===== config.mk =====
export PLATFORM = sky130hd
export DESIGN_NAME = pgm_seq
export DESIGN_NICKNAME = d
export VERILOG_FILES = /design/src/rtl/pgm_seq_pkg.sv /design/src/rtl/pgm_seq_ctrl.sv /design/src/rtl/pgm_seq_dp.sv /design/src/rtl/pgm_seq.sv
export SDC_FILE = /design/constraint.sdc
export NUM_CORES = 1
export LEC_CHECK = 0
export CORE_UTILIZATION = 30
export DETAILED_ROUTE_END_ITERATION = 10
export SLEW_MARGIN = 10
export SYNTH_ARGS = -nofsm -noshare
export SYNTH_HDL_FRONTEND = slang
export SYNTH_SLANG_ARGS = --single-unit

===== constraint.sdc =====
create_clock -name clk -period 3.9 [get_ports clk]
set_input_delay 0.78 -clock clk [delete_from_list [all_inputs] [get_ports clk]]
set_output_delay 0.78 -clock clk [all_outputs]
set_load 0.01 [all_outputs]

===== src/rtl/pgm_seq_pkg.sv =====
package pgm_seq_pkg;

  typedef enum logic [2:0] {
    OP_NEXT = 3'd0,
    OP_JUMP = 3'd1,
    OP_CALL = 3'd2,
    OP_RET  = 3'd3,
    OP_RETI = 3'd4,
    OP_EINT = 3'd5,
    OP_DINT = 3'd6,
    OP_RSVD = 3'd7
  } seq_op_e;

  typedef enum logic [2:0] {
    PC_HOLD,
    PC_INC,
    PC_TARGET,
    PC_POPINC,
    PC_POP,
    PC_VECTOR
  } pc_sel_e;

  typedef struct packed {
    pc_sel_e pcSel;
    logic    flagLoad;
    logic    flagRestore;
    logic    flagSave;
  } seq_strobe_t;

endpackage


===== src/rtl/pgm_seq_ctrl.sv =====
module pgm_seq_ctrl
  import pgm_seq_pkg::*;
(
  input  logic        clk,
  input  logic        rst,
  input  logic [2:0]  opCode,
  input  logic [2:0]  condSel,
  input  logic        retiEn,
  input  logic        flagWe,
  input  logic        irq,
  input  logic        zeroFlag,
  input  logic        carryFlag,
  output seq_strobe_t strobe,
  output logic        secondCycle,
  output logic        intAck,
  output logic        pushEn,
  output logic        popEn,
  output logic        intEnabled
);

  logic    phase;
  logic    evtActive;
  logic    irqSample;
  logic    ieReg;
  logic    ieNext;
  logic    condOk;
  logic    takeInt;
  seq_op_e op;

  assign op = seq_op_e'(opCode);

  always_comb begin
    if (!condSel[2]) begin
      condOk = 1'b1;
    end else begin
      case (condSel[1:0])
        2'b00:   condOk = zeroFlag;
        2'b01:   condOk = !zeroFlag;
        2'b10:   condOk = carryFlag;
        default: condOk = !carryFlag;
      endcase
    end
  end

  always_comb begin
    strobe = '{pcSel: PC_HOLD, flagLoad: 1'b0, flagRestore: 1'b0, flagSave: 1'b0};
    pushEn = 1'b0;
    popEn  = 1'b0;
    ieNext = ieReg;
    if (phase) begin
      if (evtActive) begin
        strobe.pcSel    = PC_VECTOR;
        strobe.flagSave = 1'b1;
        pushEn          = 1'b1;
        ieNext          = 1'b0;
      end else begin
        strobe.flagLoad = flagWe && (op != OP_RETI);
        case (op)
          OP_JUMP: strobe.pcSel = condOk ? PC_TARGET : PC_INC;
          OP_CALL: begin
            strobe.pcSel = condOk ? PC_TARGET : PC_INC;
            pushEn       = condOk;
          end
          OP_RET: begin
            strobe.pcSel = condOk ? PC_POPINC : PC_INC;
            popEn        = condOk;
          end
          OP_RETI: begin
            strobe.pcSel       = PC_POP;
            strobe.flagRestore = 1'b1;
            popEn              = 1'b1;
            ieNext             = retiEn;
          end
          OP_EINT: begin
            strobe.pcSel = PC_INC;
            ieNext       = 1'b1;
          end
          OP_DINT: begin
            strobe.pcSel = PC_INC;
            ieNext       = 1'b0;
          end
          default: strobe.pcSel = PC_INC;
        endcase
      end
    end
  end

  assign takeInt = phase && irqSample && ieNext;

  always_ff @(posedge clk) begin
    if (rst) begin
      phase     <= 1'b0;
      evtActive <= 1'b0;
      irqSample <= 1'b0;
      ieReg     <= 1'b0;
    end else begin
      phase     <= !phase;
      irqSample <= irq;
      if (phase) begin
        ieReg     <= ieNext;
        evtActive <= takeInt;
      end
    end
  end

  assign secondCycle = phase;
  assign intAck      = phase && evtActive;
  assign intEnabled  = ieReg;

endmodule


===== src/rtl/pgm_seq_dp.sv =====
module pgm_seq_dp
  import pgm_seq_pkg::*;
#(
  parameter int ADDR_W = 10
) (
  input  logic              clk,
  input  logic              rst,
  input  seq_strobe_t       strobe,
  input  logic [ADDR_W-1:0] target,
  input  logic [ADDR_W-1:0] stackTop,
  input  logic              zeroIn,
  input  logic              carryIn,
  output logic [ADDR_W-1:0] pc,
  output logic              zeroFlag,
  output logic              carryFlag
);

  localparam logic [ADDR_W-1:0] VECTOR = '1;
  localparam logic [ADDR_W-1:0] ONE    = ADDR_W'(1);

  logic [ADDR_W-1:0] pcNext;
  logic              zeroShadow;
  logic              carryShadow;

  always_comb begin
    case (strobe.pcSel)
      PC_INC:    pcNext = pc + ONE;
      PC_TARGET: pcNext = target;
      PC_POPINC: pcNext = stackTop + ONE;
      PC_POP:    pcNext = stackTop;
      PC_VECTOR: pcNext = VECTOR;
      default:   pcNext = pc;
    endcase
  end

  always_ff @(posedge clk) begin
    if (rst) begin
      pc          <= '0;
      zeroFlag    <= 1'b0;
      carryFlag   <= 1'b0;
      zeroShadow  <= 1'b0;
      carryShadow <= 1'b0;
    end else begin
      pc <= pcNext;
      if (strobe.flagSave) begin
        zeroShadow  <= zeroFlag;
        carryShadow <= carryFlag;
      end
      if (strobe.flagRestore) begin
        zeroFlag  <= zeroShadow;
        carryFlag <= carryShadow;
      end else if (strobe.flagLoad) begin
        zeroFlag  <= zeroIn;
        carryFlag <= carryIn;
      end
    end
  end

endmodule


===== src/rtl/pgm_seq.sv =====
module pgm_seq
  import pgm_seq_pkg::*;
#(
  parameter int ADDR_W = 10
) (
  input  logic              clk,
  input  logic              rst,
  input  logic [2:0]        opCode,
  input  logic [2:0]        condSel,
  input  logic [ADDR_W-1:0] target,
  input  logic              retiEn,
  input  logic              flagWe,
  input  logic              zeroIn,
  input  logic              carryIn,
  input  logic              irq,
  input  logic [ADDR_W-1:0] stackTop,
  output logic [ADDR_W-1:0] pc,
  output logic              secondCycle,
  output logic              intAck,
  output logic              pushEn,
  output logic              popEn,
  output logic [ADDR_W-1:0] pushAddr,
  output logic              stackClear,
  output logic              zeroFlag,
  output logic              carryFlag,
  output logic              intEnabled
);

  seq_strobe_t strobe;

  pgm_seq_ctrl u_ctrl (
    .clk        (clk),
    .rst        (rst),
    .opCode     (opCode),
    .condSel    (condSel),
    .retiEn     (retiEn),
    .flagWe     (flagWe),
    .irq        (irq),
    .zeroFlag   (zeroFlag),
    .carryFlag  (carryFlag),
    .strobe     (strobe),
    .secondCycle(secondCycle),
    .intAck     (intAck),
    .pushEn     (pushEn),
    .popEn      (popEn),
    .intEnabled (intEnabled)
  );

  pgm_seq_dp #(.ADDR_W(ADDR_W)) u_dp (
    .clk      (clk),
    .rst      (rst),
    .strobe   (strobe),
    .target   (target),
    .stackTop (stackTop),
    .zeroIn   (zeroIn),
    .carryIn  (carryIn),
    .pc       (pc),
    .zeroFlag (zeroFlag),
    .carryFlag(carryFlag)
  );

  assign pushAddr   = pc;
  assign stackClear = rst;

endmodule


-- After elaboration in Yosys (flattened, before gate mapping)
Index checks and enable logic that the tools add are counted.
W data, S select, Z words.
- word-level logic and storage cells: 60
- flip-flop bits (word level): 18
- output and inout port bits: 28
- bits of input ports: 33
- reductions and logical operators: 11
- $add $sub $neg: 2
- equal/unequal tests: 14
- multiplexer cells: 24
- operators with widths (operator ; number):
    $pmux W10 S5 ; 1
    $add A10 B1 Y10 const B ; 2
    $eq A3 B3 Y1 const B ; 5
    $mux W1 ; 14
    $eq A3 B2 Y1 const B ; 4
    $pmux W3 S3 ; 1
    $eq A3 B1 Y1 const B ; 2
    $mux W2 ; 3
    $mux W6 ; 1
    $pmux W1 S3 ; 2
    $reduce_bool A5 Y1 ; 1
    $logic_and A1 B1 Y1 ; 4
    $logic_not A1 Y1 ; 3
    $mux W3 ; 1
    $ne A3 B3 Y1 const B ; 1
    $eq A2 B1 Y1 const B ; 1
    $eq A2 B2 Y1 const B ; 1
    $logic_not A2 Y1 ; 1
    $pmux W1 S2 ; 1
    $reduce_bool A2 Y1 ; 1
    $reduce_or A2 Y1 ; 1

-- Depth between registers and ports, before layout
- word-level depth: 9
- gate-level depth with buffers: 12
- gate-level depth less buffers: 11

-- Hierarchy
A second synthesis with hierarchy kept.
- cell total of the unflattened synthesis: 205
- area total of the unflattened synthesis: 1506.4 sq um
- modules (own cells, without submodules) (module ; instances ; cells each ; area an instance (sq um) ; seq. area each (sq um)):
    pgm_seq_dp ; 1 ; 155 ; 1127.3 ; 280.3
    pgm_seq_ctrl ; 1 ; 39 ; 296.5 ; 80.1
    pgm_seq ; 1 ; 11 ; 82.6 ; 0.0

-- Worst setup path before layout
No wires, ideal clock.
- path kind: input -> register
- start: input condSel[1]
- end: register u_dp.pc[8]
- required time: 3.830 ns
- stages: 11
- arrival time: 3.168 ns
- setup time: 0.070 ns
- setup slack: 0.661 ns
- buffers on the path: 0
- path through: mux2i_1 -> mux2_2 -> nor2_1 -> nand2_1 -> nand2_1 -> ha_1 -> nand4_1 -> or4_1 -> o22ai_1 -> mux2i_1 -> o2bb2ai_1
- cells in the longest elaborated chain, start to end: 9
- elaborated cells on any way between the ends: 17
- those cells by class: 7 x eq/ne; 8 x mux; 2 x reduce/logical
- RTL lines (element ; RTL line ; RTL):
    start, declared ; pgm_seq.sv:9 ; input logic [2:0] condSel,
    $eq A2 B2 Y1, or another cell as far along ; pgm_seq_ctrl.sv:36 ; case (condSel[1:0])
    $pmux W1 S3 (*) ; pgm_seq_ctrl.sv:36 ;
    $mux W1 (*) ; pgm_seq_ctrl.sv:33 ; if (!condSel[2]) begin
    $mux W2, on equally long branches ; pgm_seq_ctrl.sv:59, pgm_seq_ctrl.sv:61, pgm_seq_ctrl.sv:65 ;
    $pmux W3 S3 (*) ; pgm_seq_ctrl.sv:58 ; case (op)
    $mux W3 (*) ; pgm_seq_ctrl.sv:51 ; if (evtActive) begin
    $mux W6 (*) ; pgm_seq_ctrl.sv:50 ; if (phase) begin
    $eq A3 B3 Y1, or another cell as far along ; pgm_seq_dp.sv:26 ; case (strobe.pcSel)
    $pmux W10 S5 or $reduce_bool A5 Y1 (tied branches) ; -- ;
    end signal, assigned ; pgm_seq_dp.sv:44 ; pc <= pcNext;
    end, declared ; pgm_seq_dp.sv:13 ; output logic [ADDR_W-1:0] pc,
Mark *: on every way between the ends. The rest lies on a longest branch, timed or not.
A chain may end at the register's enable or synchronous reset.

-- Worst setup path after layout
- start: input condSel[1]
- end: output pushEn
- cells in the longest elaborated chain, start to end: 6
- elaborated cells on any way between the ends: 8
- those cells by class: 2 x eq/ne; 5 x mux; 1 x reduce/logical
- RTL lines (element ; RTL line ; RTL):
    $eq A2 B2 Y1, or another cell as far along ; pgm_seq_ctrl.sv:36 ;
    $pmux W1 S3 (*) ; pgm_seq_ctrl.sv:36 ;
    $mux W1 (*) ; pgm_seq_ctrl.sv:33 ;
    $mux W1 (*) ; pgm_seq_ctrl.sv:58 ;
    $mux W1 (*) ; pgm_seq_ctrl.sv:51 ;
    $mux W1 (*) ; pgm_seq_ctrl.sv:50 ;
    end, declared ; pgm_seq.sv:20 ; output logic pushEn,
Marked as above.

==> run metrics <==
TritonCTS Buffers 3; initial core utilization 31.3%; RSZ-0062 raised after global routing no; area of the mapped netlist 0.00160 mm2; Slew Limit Fails 0; Layout Nets 299; hpwl dp 3.85 mm; Chip Height 75.0 um; Yosys Warn Count 0; Cell Int Power 0.000388 W; post-place setup slack 229 ps; setup TNS 0 ps; final worst slack 357 ps; Worst Reg-to-Reg Cells 11; Die X-Extent approximately 75 um; Synth area leader dfxtp_1; top-count cell post-synth nand2_1; Synth top cells by count 27 x nand2_1, 18 x dfxtp_1, 16 x nor2_1; Core ar. roughly 0.0051 mm2; Endpoint, Worst Hold u_dp.carryShadow$_SDFFE_PP0P_; final hold vios 0; H-tree depth 1; 1st-iter DRT viols 188; Cell Pwr Density about 260 mW/mm2; NetSw 0.000192 W; r2r endpoint u_dp.pc[8]$_SDFFE_PP0P_; EDFF count, synth 0; register bit total from synthesis 18; Detail Route Antenna Nets 0; hold slack 455 ps; MaxCap Viol Count 0; outcome completed; CP max FO 3; actual slew at the worst max-slew pin about 510 ps; Reg-to-Reg Start u_dp.carryFlag$_SDFFE_PP0P_; largest net degree at the start of global routing 19; CP Capture Type output port; GPL Wtd Cong 0.894; Finished Core Util 44.3%; number of global-route vias before repair 1659; Synth top area share 22.5%; Synth async-reset ratio 0%; worst path cell trace clkdlybuf4s50_1 > mux2i_1 > mux2i_1 > nand2_1 > nor3_1 > o21a_1 > clkdlybuf4s50_1; critical path class input pin to output port; fmax around 280 MHz; antenna cells 0; GR Util All Layers roughly a fifth; top cells by area, synth dfxtp_1 23%, nand2_1 6.3%, buf_4 6.1%; HP Class register to register; flop2flop setup slack 1160 ps; skew final 2.43 ps; Setup crit start kind input pin; slew margin rel. 65.6%; Post-CTS Setup Inserts 0; endpoints failing setup 0; DRT Pass-1 Iters 4; Via density 5.30; first-pass GRT wire length just over 8 mm; Cells after Synth about 210; Req. time, crit path about 3100 ps; area grow syn2layout 41.3%; clock sinks 18; Tcrit/Tclk final 90.9%; # IOs 61; CTS tree done; CTS Hold Bufs 0; CTS Buffer Depth 2; initial antenna violation count 0; total die area 0.00563 mm2; sequential power share roughly 39%; Most used DFF post-synth dfxtp_1; post-synthesis area per instance roughly 7.5 um2; DR vias between 1500 and 2000; crit-path max cell delay 530 ps; Sw Share between 30% and 40%; Clk Latency, worst-skew pair 260 ps; HP Start u_dp.carryShadow$_SDFFE_PP0P_; clock-pin slew of the registers on the worst-case setup and hold paths 70 ps; Logic pwr share 37.7%; DRC Markers 0; number of distinct library cells after synthesis 48; VDD IR max ~120 uV; register area share after synthesis 22.5%; hold path cells 2; Post-CTS Resized 0; Routed WL per cell 15.3 um; CTS root buffer clkbuf_8; Final Power around 0.00058 W; fillers 538; clock power share 23.7%; CP Data Arrival Time 2760 ps; Port Buffers 60; Lkg Pwr between 0.7 and 0.8 nW; DRT Wirelength 5.09 mm; ratio of cells with drive above 1 in the final layout 9.13%; GRT overflow 0; row cnt 26; Mapped Nets around 250; Tmin final roughly 3500 ps; crit path max-delay cell type clkdlybuf4s50_1
layout by cell type, fill, tap and decap left out, drive strengths merged, types with 5 or more instances in the layout:
cell           netlist  routed
a211oi               9       9
a21oi                6       6
a221oi               9       9
buf                 19      11
clkdlybuf4s50        0      60
dfxtp               18      18
nand2               27      27
nand3                9       9
nor2                17      17
nor3                 5       5
o211ai               5       5
o21ai                9       9
xnor2                8       8
registers in the layout, indices dropped and copies added, names as in the netlist:
register	count
u_dp.zeroShadow	1
u_dp.carryShadow	1
u_dp.zeroFlag	1
u_dp.carryFlag	1
u_dp.pc	10
u_ctrl.irqSample	1
u_ctrl.intEnabled	1
u_ctrl.secondCycle	1
u_ctrl.evtActive	1
per-stage QoR:
| stage | area, um2 | std cells |
|---|---|---|
| finish | 2260 | 333 |
| global placement | 2220 | 330 |
| floorplan | 1600 | 213 |
| global route | 2260 | 333 |
| CTS | 2260 | 333 |
| detailed placement | 2220 | 330 |
per-layer routing:
layer	GRT usage (%)	share of wire [%]	up-vias
met5	0	0	-
met4	5.45	0.67	0
met3	4.15	7.1	2
met2	30.3	45	64
met1	26.6	47	814
li1	-	-	884
cell type report:
| cell class | count | area, um2 | area share [%] |
|---|---|---|---|
| multi-input cells | 168 | 1080 | 47.6 |
| inverters | 3 | 11.3 | 0.498 |
| flip-flops and latches | 18 | 360 | 15.9 |
| repair buffers | 71 | 683 | 30.2 |
| well taps | 70 | 87.6 | 3.87 |
| clock buffers | 3 | 41.3 | 1.83 |
power groups by stage:
stage | logic, W | clock network [W] | registers (W)
after floorplan | 0.000117 | 0 | 0.000225
after global placement | 0.000217 | 0 | 0.000228
after detailed placement | 0.000218 | 0 | 0.000228
after CTS | 0.000219 | 0.000140 | 0.000224
after global routing | 0.000238 | 0.000150 | 0.000227
final | 0.000218 | 0.000137 | 0.000224
logic make-up (layout without fill, tap and decap cells):
logic type      after synthesis  count (layout)  synth area share, %
compound gates               59              59                 27.1
xor+xnor                     12              12                 7.04
fa+ha+maj                     1               1                0.782
buf+inv                      27              77                 10.2
flops                        18              18                 22.5
mux                           5               5                 3.28
simple gates                 91              91                 29.2
how the worst max path moves through the flow:
stage / cells past startpoint / end / slack, ps / startpoint
floorplan: 11 / u_dp.pc[8]$_SDFFE_PP0P_ / 660 / condSel[1]
global placement: 13 / u_dp.pc[6]$_SDFFE_PP0P_ / 290 / condSel[1]
detailed placement: 12 / u_dp.pc[8]$_SDFFE_PP0P_ / 230 / condSel[1]
CTS: 7 / pushEn / 330 / condSel[1]
global route: 7 / pushEn / 200 / condSel[1]
finish: 7 / pushEn / 360 / condSel[1]
worst max-delay path, delay by kind of cell:
| kind | cells | cell delay, ps |
|---|---|---|
| compound gates | 1 | 140 |
| buf+inv | 2 | 1000 |
| mux | 2 | 620 |
| simple gates | 2 | 230 |
(Power assumes the default switching activity.)
